[config.mk]
export PLATFORM = sky130hd
export DESIGN_NAME = dual_interval_timer
export DESIGN_NICKNAME = d
export VERILOG_FILES = /design/src/rtl/dit_pkg.sv /design/src/rtl/dit_cnt_sync.sv /design/src/rtl/dit_timer.sv /design/src/rtl/dual_interval_timer.sv
export SDC_FILE = /design/constraint.sdc
export NUM_CORES = 1
export LEC_CHECK = 0
export ABC_AREA = 1
export BUFFER_PORTS_ARGS = -buffer_cell sky130_fd_sc_hd__buf_4
export CAP_MARGIN = 0
export CORE_MARGIN = 8
export CORE_UTILIZATION = 50
export CTS_BUF_LIST = sky130_fd_sc_hd__clkbuf_4 sky130_fd_sc_hd__clkbuf_8
export CTS_CLUSTER_DIAMETER = 100
export DETAILED_ROUTE_END_ITERATION = 7
export PLACE_DENSITY = 0.67
export SKIP_LAST_GASP = 1
export SLEW_MARGIN = 15
export SYNTH_ARGS = -nofsm -noshare
export SYNTH_HDL_FRONTEND = slang
export SYNTH_SLANG_ARGS = --single-unit
export TNS_END_PERCENT = 1
[constraint.sdc]
create_clock -name clk -period 5.9 [get_ports clk]
set_clock_uncertainty 0.1 [all_clocks]
set_input_delay 0.295 -clock clk [delete_from_list [all_inputs] [get_ports clk]]
set_output_delay 0.295 -clock clk [all_outputs]
set_load 0.01 [all_outputs]
[src/rtl/dit_pkg.sv]
package dit_pkg;
    typedef enum logic {
        T_STOPPED = 1'b0,
        T_RUNNING = 1'b1
    } tmr_state_t;

    localparam logic [3:0] OFS_A_LO  = 4'h4;
    localparam logic [3:0] OFS_A_HI  = 4'h5;
    localparam logic [3:0] OFS_B_LO  = 4'h6;
    localparam logic [3:0] OFS_B_HI  = 4'h7;
    localparam logic [3:0] OFS_A_CTL = 4'hE;
    localparam logic [3:0] OFS_B_CTL = 4'hF;

    localparam int CTL_START   = 0;
    localparam int CTL_ONESHOT = 3;
    localparam int CTL_FORCE   = 4;
    localparam int CTL_SRC_LO  = 5;
    localparam int CTL_SRC_HI  = 6;
endpackage

[src/rtl/dit_cnt_sync.sv]
module dit_cnt_sync #(
    parameter int STAGES = 2
) (
    input  logic clk,
    input  logic rst_n,
    input  logic cnt_in,
    output logic cnt_level,
    output logic cnt_rise
);
    logic [STAGES:0] sh_q;

    always_ff @(posedge clk) begin
        if (!rst_n) sh_q <= '0;
        else        sh_q <= {sh_q[STAGES-1:0], cnt_in};
    end

    always_comb begin
        cnt_level = sh_q[STAGES-1];
        cnt_rise  = sh_q[STAGES-1] & ~sh_q[STAGES];
    end
endmodule

[src/rtl/dit_timer.sv]
module dit_timer
    import dit_pkg::*;
#(
    parameter int W       = 16,
    parameter bit CASCADE = 1'b0
) (
    input  logic         clk,
    input  logic         rst_n,
    input  logic         wr_lo,
    input  logic         wr_hi,
    input  logic         wr_ctl,
    input  logic [7:0]   wdata,
    input  logic         cnt_rise,
    input  logic         cnt_level,
    input  logic         casc_evt,
    output logic [W-1:0] count,
    output logic [7:0]   ctrl_rd,
    output logic         uf_evt
);
    localparam int HI_W = W - 8;

    tmr_state_t   state_q, state_d;
    logic [W-1:0] latch_q, count_q;
    logic [7:0]   ctl_q;
    logic         tick;
    logic         running;

    assign running = (state_q == T_RUNNING);

    generate
        if (CASCADE) begin : g_src_b
            always_comb begin
                unique case (ctl_q[CTL_SRC_HI:CTL_SRC_LO])
                    2'b00:   tick = 1'b1;
                    2'b01:   tick = cnt_rise;
                    2'b10:   tick = casc_evt;
                    default: tick = casc_evt & cnt_level;
                endcase
            end
            logic unused_b;
            assign unused_b = ctl_q[7];
        end else begin : g_src_a
            assign tick = ctl_q[CTL_SRC_LO] ? cnt_rise : 1'b1;
            logic unused_a;
            assign unused_a = &{1'b0, casc_evt, cnt_level, ctl_q[7:6]};
        end
    endgenerate

    // state register
    always_ff @(posedge clk) begin
        if (!rst_n) state_q <= T_STOPPED;
        else        state_q <= state_d;
    end

    // next state
    always_comb begin
        state_d = state_q;
        unique case (state_q)
            T_STOPPED: if (wr_ctl && wdata[CTL_START]) state_d = T_RUNNING;
            T_RUNNING: begin
                if (wr_ctl && !wdata[CTL_START])     state_d = T_STOPPED;
                else if (uf_evt && ctl_q[CTL_ONESHOT]) state_d = T_STOPPED;
            end
            default: state_d = T_STOPPED;
        endcase
    end

    // outputs
    always_comb begin
        uf_evt  = running && tick && (count_q == '0) && !wr_ctl;
        ctrl_rd = ctl_q | {7'b0, running};
        count   = count_q;
    end

    // latch and control byte
    always_ff @(posedge clk) begin
        if (!rst_n) begin
            latch_q <= '1;
            ctl_q   <= '0;
        end else begin
            if (wr_lo)  latch_q[7:0]   <= wdata;
            if (wr_hi)  latch_q[W-1:8] <= wdata[HI_W-1:0];
            if (wr_ctl) ctl_q <= {wdata[7:5], 1'b0, wdata[3:1], 1'b0};
        end
    end

    // counter
    always_ff @(posedge clk) begin
        if (!rst_n) begin
            count_q <= '1;
        end else if (wr_ctl) begin
            if (wdata[CTL_FORCE] || !wdata[CTL_START]) count_q <= latch_q;
        end else if (wr_hi && !running) begin
            count_q <= {wdata[HI_W-1:0], latch_q[7:0]};
        end else if (uf_evt) begin
            count_q <= latch_q;
        end else if (running && tick) begin
            count_q <= count_q - 1'b1;
        end
    end

    assert_uf_reload_R6: assert property (@(posedge clk) disable iff (!rst_n)
        uf_evt |=> count_q == $past(latch_q));

    assert_oneshot_stop_R7: assert property (@(posedge clk) disable iff (!rst_n)
        (uf_evt && ctl_q[CTL_ONESHOT]) |=> state_q == T_STOPPED);

    assert_stopped_hold_R3: assert property (@(posedge clk) disable iff (!rst_n)
        (!running && !wr_hi && !wr_ctl) |=> $stable(count_q));

    assert_tick_decrement_R5: assert property (@(posedge clk) disable iff (!rst_n)
        (running && tick && !wr_ctl && count_q != '0) |=> count_q == $past(count_q) - 1'b1);

    assert_stop_reload_R8: assert property (@(posedge clk) disable iff (!rst_n)
        (wr_ctl && !wdata[CTL_START]) |=> count_q == $past(latch_q));
endmodule

[src/rtl/dual_interval_timer.sv]
module dual_interval_timer
    import dit_pkg::*;
#(
    parameter int W          = 16,
    parameter int SYNC_FLOPS = 2
) (
    input  logic       clk,
    input  logic       rst_n,
    input  logic [3:0] addr,
    input  logic       wr_en,
    input  logic [7:0] wr_data,
    output logic [7:0] rd_data,
    input  logic       cnt_in,
    output logic [1:0] irq_src
);
    logic         cnt_level, cnt_rise;
    logic [W-1:0] count_a, count_b;
    logic [7:0]   ctl_a, ctl_b;
    logic         uf_a, uf_b;
    logic [1:0]   irq_q;

    dit_cnt_sync #(.STAGES(SYNC_FLOPS)) u_sync (
        .clk       (clk),
        .rst_n     (rst_n),
        .cnt_in    (cnt_in),
        .cnt_level (cnt_level),
        .cnt_rise  (cnt_rise)
    );

    dit_timer #(.W(W), .CASCADE(1'b0)) u_tmr_a (
        .clk       (clk),
        .rst_n     (rst_n),
        .wr_lo     (wr_en && addr == OFS_A_LO),
        .wr_hi     (wr_en && addr == OFS_A_HI),
        .wr_ctl    (wr_en && addr == OFS_A_CTL),
        .wdata     (wr_data),
        .cnt_rise  (cnt_rise),
        .cnt_level (cnt_level),
        .casc_evt  (1'b0),
        .count     (count_a),
        .ctrl_rd   (ctl_a),
        .uf_evt    (uf_a)
    );

    dit_timer #(.W(W), .CASCADE(1'b1)) u_tmr_b (
        .clk       (clk),
        .rst_n     (rst_n),
        .wr_lo     (wr_en && addr == OFS_B_LO),
        .wr_hi     (wr_en && addr == OFS_B_HI),
        .wr_ctl    (wr_en && addr == OFS_B_CTL),
        .wdata     (wr_data),
        .cnt_rise  (cnt_rise),
        .cnt_level (cnt_level),
        .casc_evt  (uf_a),
        .count     (count_b),
        .ctrl_rd   (ctl_b),
        .uf_evt    (uf_b)
    );

    always_ff @(posedge clk) begin
        if (!rst_n) irq_q <= '0;
        else        irq_q <= {uf_b, uf_a};
    end

    always_comb begin
        irq_src = irq_q;
        unique case (addr)
            OFS_A_LO:  rd_data = count_a[7:0];
            OFS_A_HI:  rd_data = count_a[W-1:8];
            OFS_B_LO:  rd_data = count_b[7:0];
            OFS_B_HI:  rd_data = count_b[W-1:8];
            OFS_A_CTL: rd_data = ctl_a;
            OFS_B_CTL: rd_data = ctl_b;
            default:   rd_data = 8'h00;
        endcase
    end

    assert_irq_pulse_R5: assert property (@(posedge clk) disable iff (!rst_n)
        irq_src[0] |=> !irq_src[0] || $past(count_a) == '0);
endmodule

==> results.cfg, run 1 <==
[run_status]
status = completed

[layout]
nNetsFinal = 759
fillers = 998
finalNonFillerCells = 878
drive_gt1_frac = 0.106
insertedDiodeCount = 0
final_area_um2 = 5260
syn_to_final_growth_pct = 9.31

[clocking]
post_cts_buffers = 0
cts-buffers-inserted = 9
clk_pin_slew_worst_paths_ns = 0.08
clock_path_buffers = 2
clock-sinks = 83
h-tree-depth = 3
cts_tree = done
cts_root_buf = clkbuf_8
clk_latency_ns = 0.36

[global_route]
grt_max_degree = 41
grt_pass1_wl_mm = 23.0
grt.total_usage = 0.225
grt_pass1_vias = 4495
grt-ovfl-total = 0
antenna_found_initial = 0

[place]
io_buffers = 25
gp_congestion = 0.950
dp.cells = 861
hpwl_mm = 10.2
post_dp_cell_area_um2 = 5030

[pwr]
p_leak_nw = 2.47
ir_worst_vdd_mv = 0.114
power_density_nw_per_um2 = 231

[worst_hold_path]
whs_path_depth = 3
min_path_type = in2reg
hold_start = wr_data[7]
min_to = u_tmr_b.latch_q[15]$_SDFFE_PN1P_

[worst_setup_path]
path_delay_family = simple AND/OR/NAND/NOR gates
cp-start-kind = primary input
r2r_cells = 14
cp_cell_sequence = buf_4 > nor2_4 > nand3_2 > nor2_1 > nand2_1 > nand2_2 > o22ai_4 > inv_2 > o21ai_0 > o21ai_1
end_kind = flop
required_ns = 6.09
crit_type = in2reg
rr_startpoint = u_tmr_a.count[0]$_SDFFE_PN1P_
critPathMaxFanout = 25
slowest_stage = nor2_1
cpPeakStageDelay_ns = 0.55
worstPathArrival_ns = 2.68
reg2reg_to = u_tmr_b.count[0]$_SDFFE_PN1P_
rrSetupSlack_ns = 3.54
cp_num_buf_inv = 2

[synth]
synthArstFlopShare = 0
synthCells = 728
synthAdderAreaFrac = 0.00780
yosysMostFrequentCell = nand2_1
synth_top_area_frac = 0.345
synthSimpleGateAreaFrac = 0.326
synth_cell_types = 36
synth_common_cells = nand2_1 (165), inv_1 (85), nor2_1 (84), dfxtp_1 (83), o21ai_0 (57)
synth_xor_area_frac = 0.0218
synth_top_family_by_area = simple AND/OR/NAND/NOR gates
synth_edf_count = 0
seq_area_frac_synth = 0.345
synth.cell_area_um2 = 4810
synth.largest_area_cell = dfxtp_1
synth-seq-cells = 83
ys_warn_count = 0
synth_top_cells_by_area = dfxtp_1 (35%), nand2_1 (13%), inv_1 (6.6%)
synth_compound_area_frac = 0.196
synthFlopType = dfxtp_1
syn_avg_cell_area_um2 = 6.61
synth_mux_area_frac = 0
synth_nets = 747

[floorplan]
dieHeight_um = 114
coreArea_um2 = 9550
dieArea_um2 = 13000
die_w_um = 114
ioPinCount = 26
std_cell_rows = 36
start_util = 0.504

[detailed_routing]
drt_iter0_drc = 413
drcViolationCount = 0
dr_wl_met2_mm = 6.70
ant_nets = 0
first_pass_iters = 5
wl_met1_mm = 6.27
routedWlPerCell_um = 16.2
num_vias = 4899
drt-vias-per-instance = 5.58
wl_mm = 14.2
wl_met3_um = 790
highest_layer = met4

[timing]
tns_ns = 0
min_period_ns = 2.49
hold_violations = 0
worstMarginPinSlew_ns = 0.891
relSlewSlack = 0.404
fmax_mhz = 402
setup_viol = 0
finalCritPeriodShare = 0.422
maxSlewViolCount = 0
rsz0062_at_grt = false

[run]
maxCapViolCount = 0
-- tightest hold or removal path, cell delays in order --
cell and delay [ns]:
buf_4 0.11, nand2_1 0.05, o211ai_1 0.07
-- final cells by class --
class,count,area (µm²),share of cell area
clock buffer,10,131,0.0250
clock inverter,6,88.8,0.0169
inverter,94,353,0.0671
multi-input combinational,525,2650,0.505
sequential,83,1660,0.316
tap,133,166,0.0316
timing repair buffer,27,205,0.0390
-- metal layers --
layer  track usage  vias up
met3        0.0348       32
met4         0.105        0
met5             0        -
met2         0.369      177
li1              -     2416
met1         0.284     2274
-- logic make-up after synthesis --
group / after synthesis
buffers and inverters: 120
DFF: 83
xor gates and xnor gates: 12
AOI/OAI and AO/OA: 162
and+or+nand+nor: 348
adders and majority gates: 3
-- power by group --
part | total, mW | switching (mW) | internal (mW)
registers | 0.596 | 0.0162 | 0.580
logic | 0.154 | 0.102 | 0.0520
clock network | 0.462 | 0.218 | 0.244
-- state kept, by name (all words and copies together) (netlist names) --
| name | flops |
|---|---|
| u_tmr_b.running | 1 |
| u_tmr_a.ctl_q | 6 |
| u_tmr_a.running | 1 |
| u_tmr_b.ctl_q | 6 |
| u_tmr_a.latch_q | 16 |
| u_tmr_a.count | 16 |
| u_tmr_b.count | 16 |
| irq_src | 2 |
| u_sync.sh_q | 3 |
| u_tmr_b.latch_q | 16 |
-- per-stage QoR --
stage / util / power [mW] / hold WS (ns) / worst slack, ns
after floorplan: - / 0.705 / 0.290 / 4.04
after global placement: 0.527 / 0.756 / 0.294 / 3.22
after detailed placement: 0.527 / 0.760 / 0.306 / 3.08
after CTS: 0.551 / 1.22 / 0.0810 / 3.48
after global routing: 0.551 / 1.26 / 0.0803 / 3.23
final: 0.551 / 1.21 / 0.0997 / 3.41
-- layout by cell type (no fill, tap or decap), drive strengths merged --
| cell | count |
|---|---|
| a211oi | 7 |
| nand2 | 175 |
| o31ai | 1 |
| nor4 | 2 |
| or2 | 1 |
| o221ai | 8 |
| ha | 3 |
| o22ai | 9 |
| nand3b | 1 |
| clkbuf | 10 |
| nand3 | 60 |
| o21ai | 64 |
| xor2 | 12 |
| a21oi | 56 |
| nand4 | 11 |
| dfxtp | 83 |
| inv | 94 |
| a31oi | 1 |
| nor3 | 4 |
| dlygate4sd3 | 1 |
| nor2 | 94 |
| clkinvlp | 2 |
| o211ai | 16 |
| buf | 26 |
| bufinv | 2 |
| clkinv | 2 |
-- worst max path at each step --
stage / start / endpoint / slack (ns) / depth (start not counted)
floorplan: u_tmr_b.count[0]$_SDFFE_PN1P_ / u_tmr_b.count[12]$_SDFFE_PN1P_ / 4.04 / 12
global placement: addr[3] / u_tmr_a.count[0]$_SDFFE_PN1P_ / 3.22 / 10
detailed placement: addr[3] / u_tmr_a.count[3]$_SDFFE_PN1P_ / 3.08 / 10
CTS: addr[3] / u_tmr_a.count[3]$_SDFFE_PN1P_ / 3.48 / 10
global route: addr[2] / u_tmr_a.count[4]$_SDFFE_PN1P_ / 3.23 / 11
finish: addr[3] / u_tmr_a.count[3]$_SDFFE_PN1P_ / 3.41 / 10
-- repair_timing --
| item | CTS | global route |
|---|---|---|
| endpoints found under the hold margin | 1 | 0 |
| hold buffers | 1 | 0 |
| resized for setup | 0 | 0 |
Note: power is estimated with default switching activity, not from simulation.
==> inputs of run 2 (changes only) <==
--- a/config.mk
+++ b/config.mk
@@ -13,7 +13,7 @@
 export CTS_BUF_LIST = sky130_fd_sc_hd__clkbuf_4 sky130_fd_sc_hd__clkbuf_8
 export CTS_CLUSTER_DIAMETER = 100
 export DETAILED_ROUTE_END_ITERATION = 7
-export PLACE_DENSITY = 0.67
+export PLACE_DENSITY = 0.7
 export SKIP_LAST_GASP = 1
 export SLEW_MARGIN = 15
 export SYNTH_ARGS = -nofsm -noshare
==> constraint.sdc (replaced) <==
create_clock -name clk -period 2.2 [get_ports clk]
set_clock_uncertainty 0.1 [all_clocks]
set_input_delay 0.11 -clock clk [delete_from_list [all_inputs] [get_ports clk]]
set_output_delay 0.11 -clock clk [all_outputs]
set_load 0.01 [all_outputs]
==> results.cfg, run 2 (synthesized netlist as in run 1, its figures left out) <==
[detailed_routing]
routedWlPerCell_um = 16.3
first_pass_iters = 5
ant_nets = 0
drt-vias-per-instance = 5.56
drcViolationCount = 0
num_vias = 5063
wl_mm = 14.9
drt_iter0_drc = 399

[floorplan]
std_cell_rows = 36
dieArea_um2 = 13000
ioPinCount = 26
coreArea_um2 = 9550
die_w_um = 114
dieHeight_um = 114
start_util = 0.504

[global_route]
grt_max_degree = 41
grt_pass1_wl_mm = 23.9
grt.total_usage = 0.231
grt-ovfl-total = 0
grt_pass1_vias = 4760
antenna_found_initial = 0

[clocking]
cts-buffers-inserted = 9
clock-sinks = 83
clk_latency_ns = 0.37
clk_pin_slew_worst_paths_ns = 0.10
h-tree-depth = 3
cts_tree = done
post_cts_buffers = 0
cts_root_buf = clkbuf_8
clock_path_buffers = 2

[layout]
syn_to_final_growth_pct = 15.9
nNetsFinal = 792
fillers = 960
drive_gt1_frac = 0.138
insertedDiodeCount = 0
final_cell_mix = nand2_1 (165), inv_1 (84), nor2_1 (84)
final_util = 0.584
final_common_cell = nand2_1

[timing]
relSlewSlack = 0.680
hold_violations = 0
tns_ns = 0
whs_ns = 0.0455
rsz0062_at_grt = true
min_period_ns = 2.04
setup_viol = 0
maxSlewViolCount = 0
worstMarginPinSlew_ns = 0.478
fmax_mhz = 490
finalCritPeriodShare = 0.928

[place]
io_buffers = 25
gp_congestion = 0.927
hpwl_mm = 10.7

[worst_setup_path]
cpPeakStageDelay_ns = 0.44
crit_type = reg2reg
cp-start-kind = flop
slowest_stage = dfxtp_1
required_ns = 2.37
path_delay_family = simple AND/OR/NAND/NOR gates
end_kind = flop
cp_num_buf_inv = 2
worstPathArrival_ns = 2.21
critPathMaxFanout = 8
cp_cell_sequence = inv_1 > nand2_1 > nor2_1 > nand2_1 > nor2_2 > nand2_4 > nand2_4 > nand2_2 > nand2_4 > o21ai_4 > clkinvlp_4 > nand3_1 > nand2_1

[run_status]
status = completed

[pwr]
ir_worst_vdd_mv = 0.389
power_density_nw_per_um2 = 600
switching_share = 0.288
clkPwrFrac = 0.386
p_leak_nw = 2.62
p_int_mw = 2.38
p_seq_frac = 0.478
p_sw_mw = 0.962
p_comb_frac = 0.136

[run]
maxCapViolCount = 0

[worst_hold_path]
min_path_type = in2reg
[run 2: power groups by stage]
stage	registers, mW	logic, mW	clock network, mW
floorplan	1.62	0.271	0
CTS	1.60	0.436	1.31
global placement	1.63	0.416	0
finish	1.60	0.455	1.29
global route	1.61	0.500	1.38
detailed placement	1.63	0.422	0
[run 2: metal layers]
metal | wire length (µm) | track usage | vias to the layer above
met1 | 6530 | 0.287 | 2352
met3 | 859 | 0.0390 | 32
met5 | 0 | 0 | -
met2 | 7090 | 0.396 | 192
li1 | - | - | 2487
met4 | 372 | 0.0710 | 0
[run 2: metrics by stage]
step                setup WS, ns  instance area, µm²  std cells  power, mW
global placement           0.120                5190        883       2.05
CTS                       0.0599                5510        908       3.34
finish                     0.157                5580        911       3.34
global route             -0.0197                5580        911       3.49
floorplan                  0.341                4810        728       1.89
detailed placement         0.101                5190        883       2.06
[run 2: final timing paths]
check                                startpoint                              end  slack (ns)  cells after the start
hold reg to reg       u_sync.sh_q[0]$_SDFF_PN0_        u_sync.sh_q[1]$_SDFF_PN0_        0.33                      2
setup / recovery  u_tmr_a.count[4]$_SDFFE_PN1P_    u_tmr_b.count[6]$_SDFFE_PN1P_        0.16                     13
hold / removal                            rst_n  u_tmr_a.latch_q[5]$_SDFFE_PN1P_        0.05                      2
setup reg to reg  u_tmr_a.count[4]$_SDFFE_PN1P_    u_tmr_b.count[6]$_SDFFE_PN1P_        0.16                     13
[run 2: timing repair]
item / in CTS / in global routing
resized for setup: 0 / 9
endpoints found under the setup margin: 0 / 18
hold buffers: 9 / 0
endpoints found under the hold margin: 32 / 0
[run 2: area by class of cell]
class	instances	area [µm²]	share of cell area
clock buffer	9	124	0.0222
clock inverter	7	104	0.0186
inverter	94	355	0.0637
multi-input combinational	527	2710	0.485
sequential	83	1660	0.298
tap	133	166	0.0298
timing repair buffer	57	450	0.0808
timing repair inverter	1	7.51	0.00135
==> inputs of run 3 (changes only) <==
==> constraint.sdc (replaced) <==
create_clock -name clk -period 1.8 [get_ports clk]
set_clock_uncertainty 0.1 [all_clocks]
set_input_delay 0.09 -clock clk [delete_from_list [all_inputs] [get_ports clk]]
set_output_delay 0.09 -clock clk [all_outputs]
set_load 0.01 [all_outputs]
==> results.cfg, run 3 (synthesized netlist as in run 1, its figures left out) <==
[run_status]
status = finished with violations
violations = setup timing

[floorplan]
start_util = 0.504
std_cell_rows = 36
die_w_um = 114
coreArea_um2 = 9550
dieArea_um2 = 13000
dieHeight_um = 114
ioPinCount = 26

[worst_setup_path]
cp-start-kind = flop
end_kind = output pin
reg2reg_to = u_tmr_b.count[6]$_SDFFE_PN1P_
required_ns = 1.61
r2r_cells = 11
rrSetupSlack_ns = -0.06
rr_startpoint = u_tmr_b.count[1]$_SDFFE_PN1P_
crit_type = reg2out
worstPathArrival_ns = 1.70
critPathMaxFanout = 5

[pwr]
p_leak_nw = 2.89
p_comb_frac = 0.156
clkPwrFrac = 0.352
p_sw_mw = 1.17
switching_share = 0.294
p_int_mw = 2.80
design_power_total_mw = 3.97
p_seq_frac = 0.492
ir_worst_vdd_mv = 0.371
power_density_nw_per_um2 = 650

[place]
hpwl_mm = 11.0
gp_congestion = 0.937
io_buffers = 25
dp.cells = 933

[layout]
syn_to_final_growth_pct = 26.9
final_common_cell = nand2_1
nNetsFinal = 851
drive_gt1_frac = 0.222
finalNonFillerCells = 970
insertedDiodeCount = 0
final_cell_mix = nand2_1 (163), buf_4 (101), nor2_1 (82)

[timing]
fmax_mhz = 530
rsz0062_at_grt = true
fin_ws_ns = -0.0880
hold_violations = 0
worstMarginPinSlew_ns = 0.459
maxSlewViolCount = 0
finalCritPeriodShare = 1.05
setup_viol = 24
min_period_ns = 1.89
relSlewSlack = 0.693

[detailed_routing]
routedWlPerCell_um = 15.5
first_pass_iters = 5
drt-vias-per-instance = 5.44
wl_mm = 15.1
drt_iter0_drc = 324
ant_nets = 0
num_vias = 5273
drcViolationCount = 0

[global_route]
grt_max_degree = 29
grt_pass1_wl_mm = 24.2
antenna_found_initial = 0
grt-ovfl-total = 0
grt.total_usage = 0.234
grt_pass1_vias = 5000

[clocking]
cts-buffers-inserted = 9
clock-sinks = 83
clk_latency_ns = 0.37
clock_path_buffers = 2
h-tree-depth = 3
clk_pin_slew_worst_paths_ns = 0.09
cts_root_buf = clkbuf_8
cts_tree = done

[run]
maxCapViolCount = 0

[worst_hold_path]
whs_path_depth = 5
min_to = u_tmr_a.ctl_q[7]$_SDFFE_PN0P_
min_path_type = in2reg
hold_start = addr[0]
[run 3: cell count changes in the layout (fill, tap and decap cells not counted), moves of 3 or more]
cell / before / now
inv_6: 5 / 2
dfxtp_2: 0 / 3
buf_4: 48 / 101
dfxtp_1: 83 / 80
inv_2: 8 / 11
nand3_2: 3 / 8
buf_6: 0 / 3
inv_1: 84 / 81
nand3_1: 55 / 52
a21oi_2: 2 / 5
a21oi_1: 54 / 51
[run 3: power by group through the flow]
| stage | Sequential, mW | Clock [mW] | Combinational (mW) |
|---|---|---|---|
| global route | 1.96 | 1.48 | 0.678 |
| floorplan | 1.98 | 0 | 0.331 |
| global placement | 1.99 | 0 | 0.555 |
| CTS | 1.95 | 1.41 | 0.613 |
| finish | 1.95 | 1.40 | 0.619 |
| detailed placement | 1.99 | 0 | 0.568 |
[run 3: how the worst max path moves through the flow]
stage | start | endpoint | slack (ns) | cells past startpoint
floorplan | u_tmr_a.count[1]$_SDFFE_PN1P_ | u_tmr_b.count[15]$_SDFFE_PN1P_ | 0.01 | 14
global placement | u_tmr_a.count[1]$_SDFFE_PN1P_ | irq_src[1]$_SDFF_PN0_ | -0.1 | 12
detailed placement | u_tmr_a.count[1]$_SDFFE_PN1P_ | irq_src[1]$_SDFF_PN0_ | -0.14 | 12
CTS | u_tmr_b.count[1]$_SDFFE_PN1P_ | u_tmr_b.count[6]$_SDFFE_PN1P_ | -0.06 | 11
global route | u_tmr_a.count[1]$_SDFFE_PN1P_ | u_tmr_b.count[14]$_SDFFE_PN1P_ | -0.20 | 14
finish | u_tmr_b.count[13]$_SDFFE_PN1P_ | rd_data[5] | -0.09 | 5
[run 3: final cells by class]
class,instances,area [µm²]
clock buffer,9,124
clock inverter,7,76.3
fill,886,3440
inverter,94,355
multi-input combinational,528,2800
sequential,83,1670
tap,133,166
timing repair buffer,115,912
timing repair inverter,1,7.51
[run 3: routing by layer]
layer	GRT usage	vias to the layer above	share of wire	wire (µm)
met5	0	-	0	0
met4	0.0985	0	0.030	445
met3	0.0417	35	0.058	869
met2	0.405	180	0.48	7280
met1	0.277	2448	0.43	6490
li1	-	2610	-	-
[run 3: worst max-delay path: stages, from the launching register on]
cell and delay, ns:
dfxtp_1 0.36, inv_1 0.12, o22ai_1 0.12, a211oi_1 0.35
o221ai_1 0.20, buf_4 0.18
[run 3: metrics by stage]
stage          utilization  hold slack [ns]  TNS [ns]  worst slack, ns  cell area, µm²
2_1_floorplan            -           0.0876         0           0.0128            4820
3_3_place_gp         0.585            0.173    -0.679          -0.0997            5590
3_5_place_dp         0.585            0.176     -2.04           -0.140            5590
4_1_cts              0.639           0.0912    -0.828          -0.0619            6100
5_1_grt              0.640            0.114     -5.36           -0.195            6110
6_report             0.640            0.104     -1.02          -0.0880            6110
[run 3: what timing repair did]
| item | in CTS | in global routing |
|---|---|---|
| cloned | 4 | 0 |
| endpoints found under the hold margin | 37 | 0 |
| resized for setup | 31 | 4 |
| hold buffers | 10 | 0 |
| pin swaps | 10 | 0 |
| setup buffers | 7 | 0 |
| endpoints found under the setup margin | 33 | 41 |
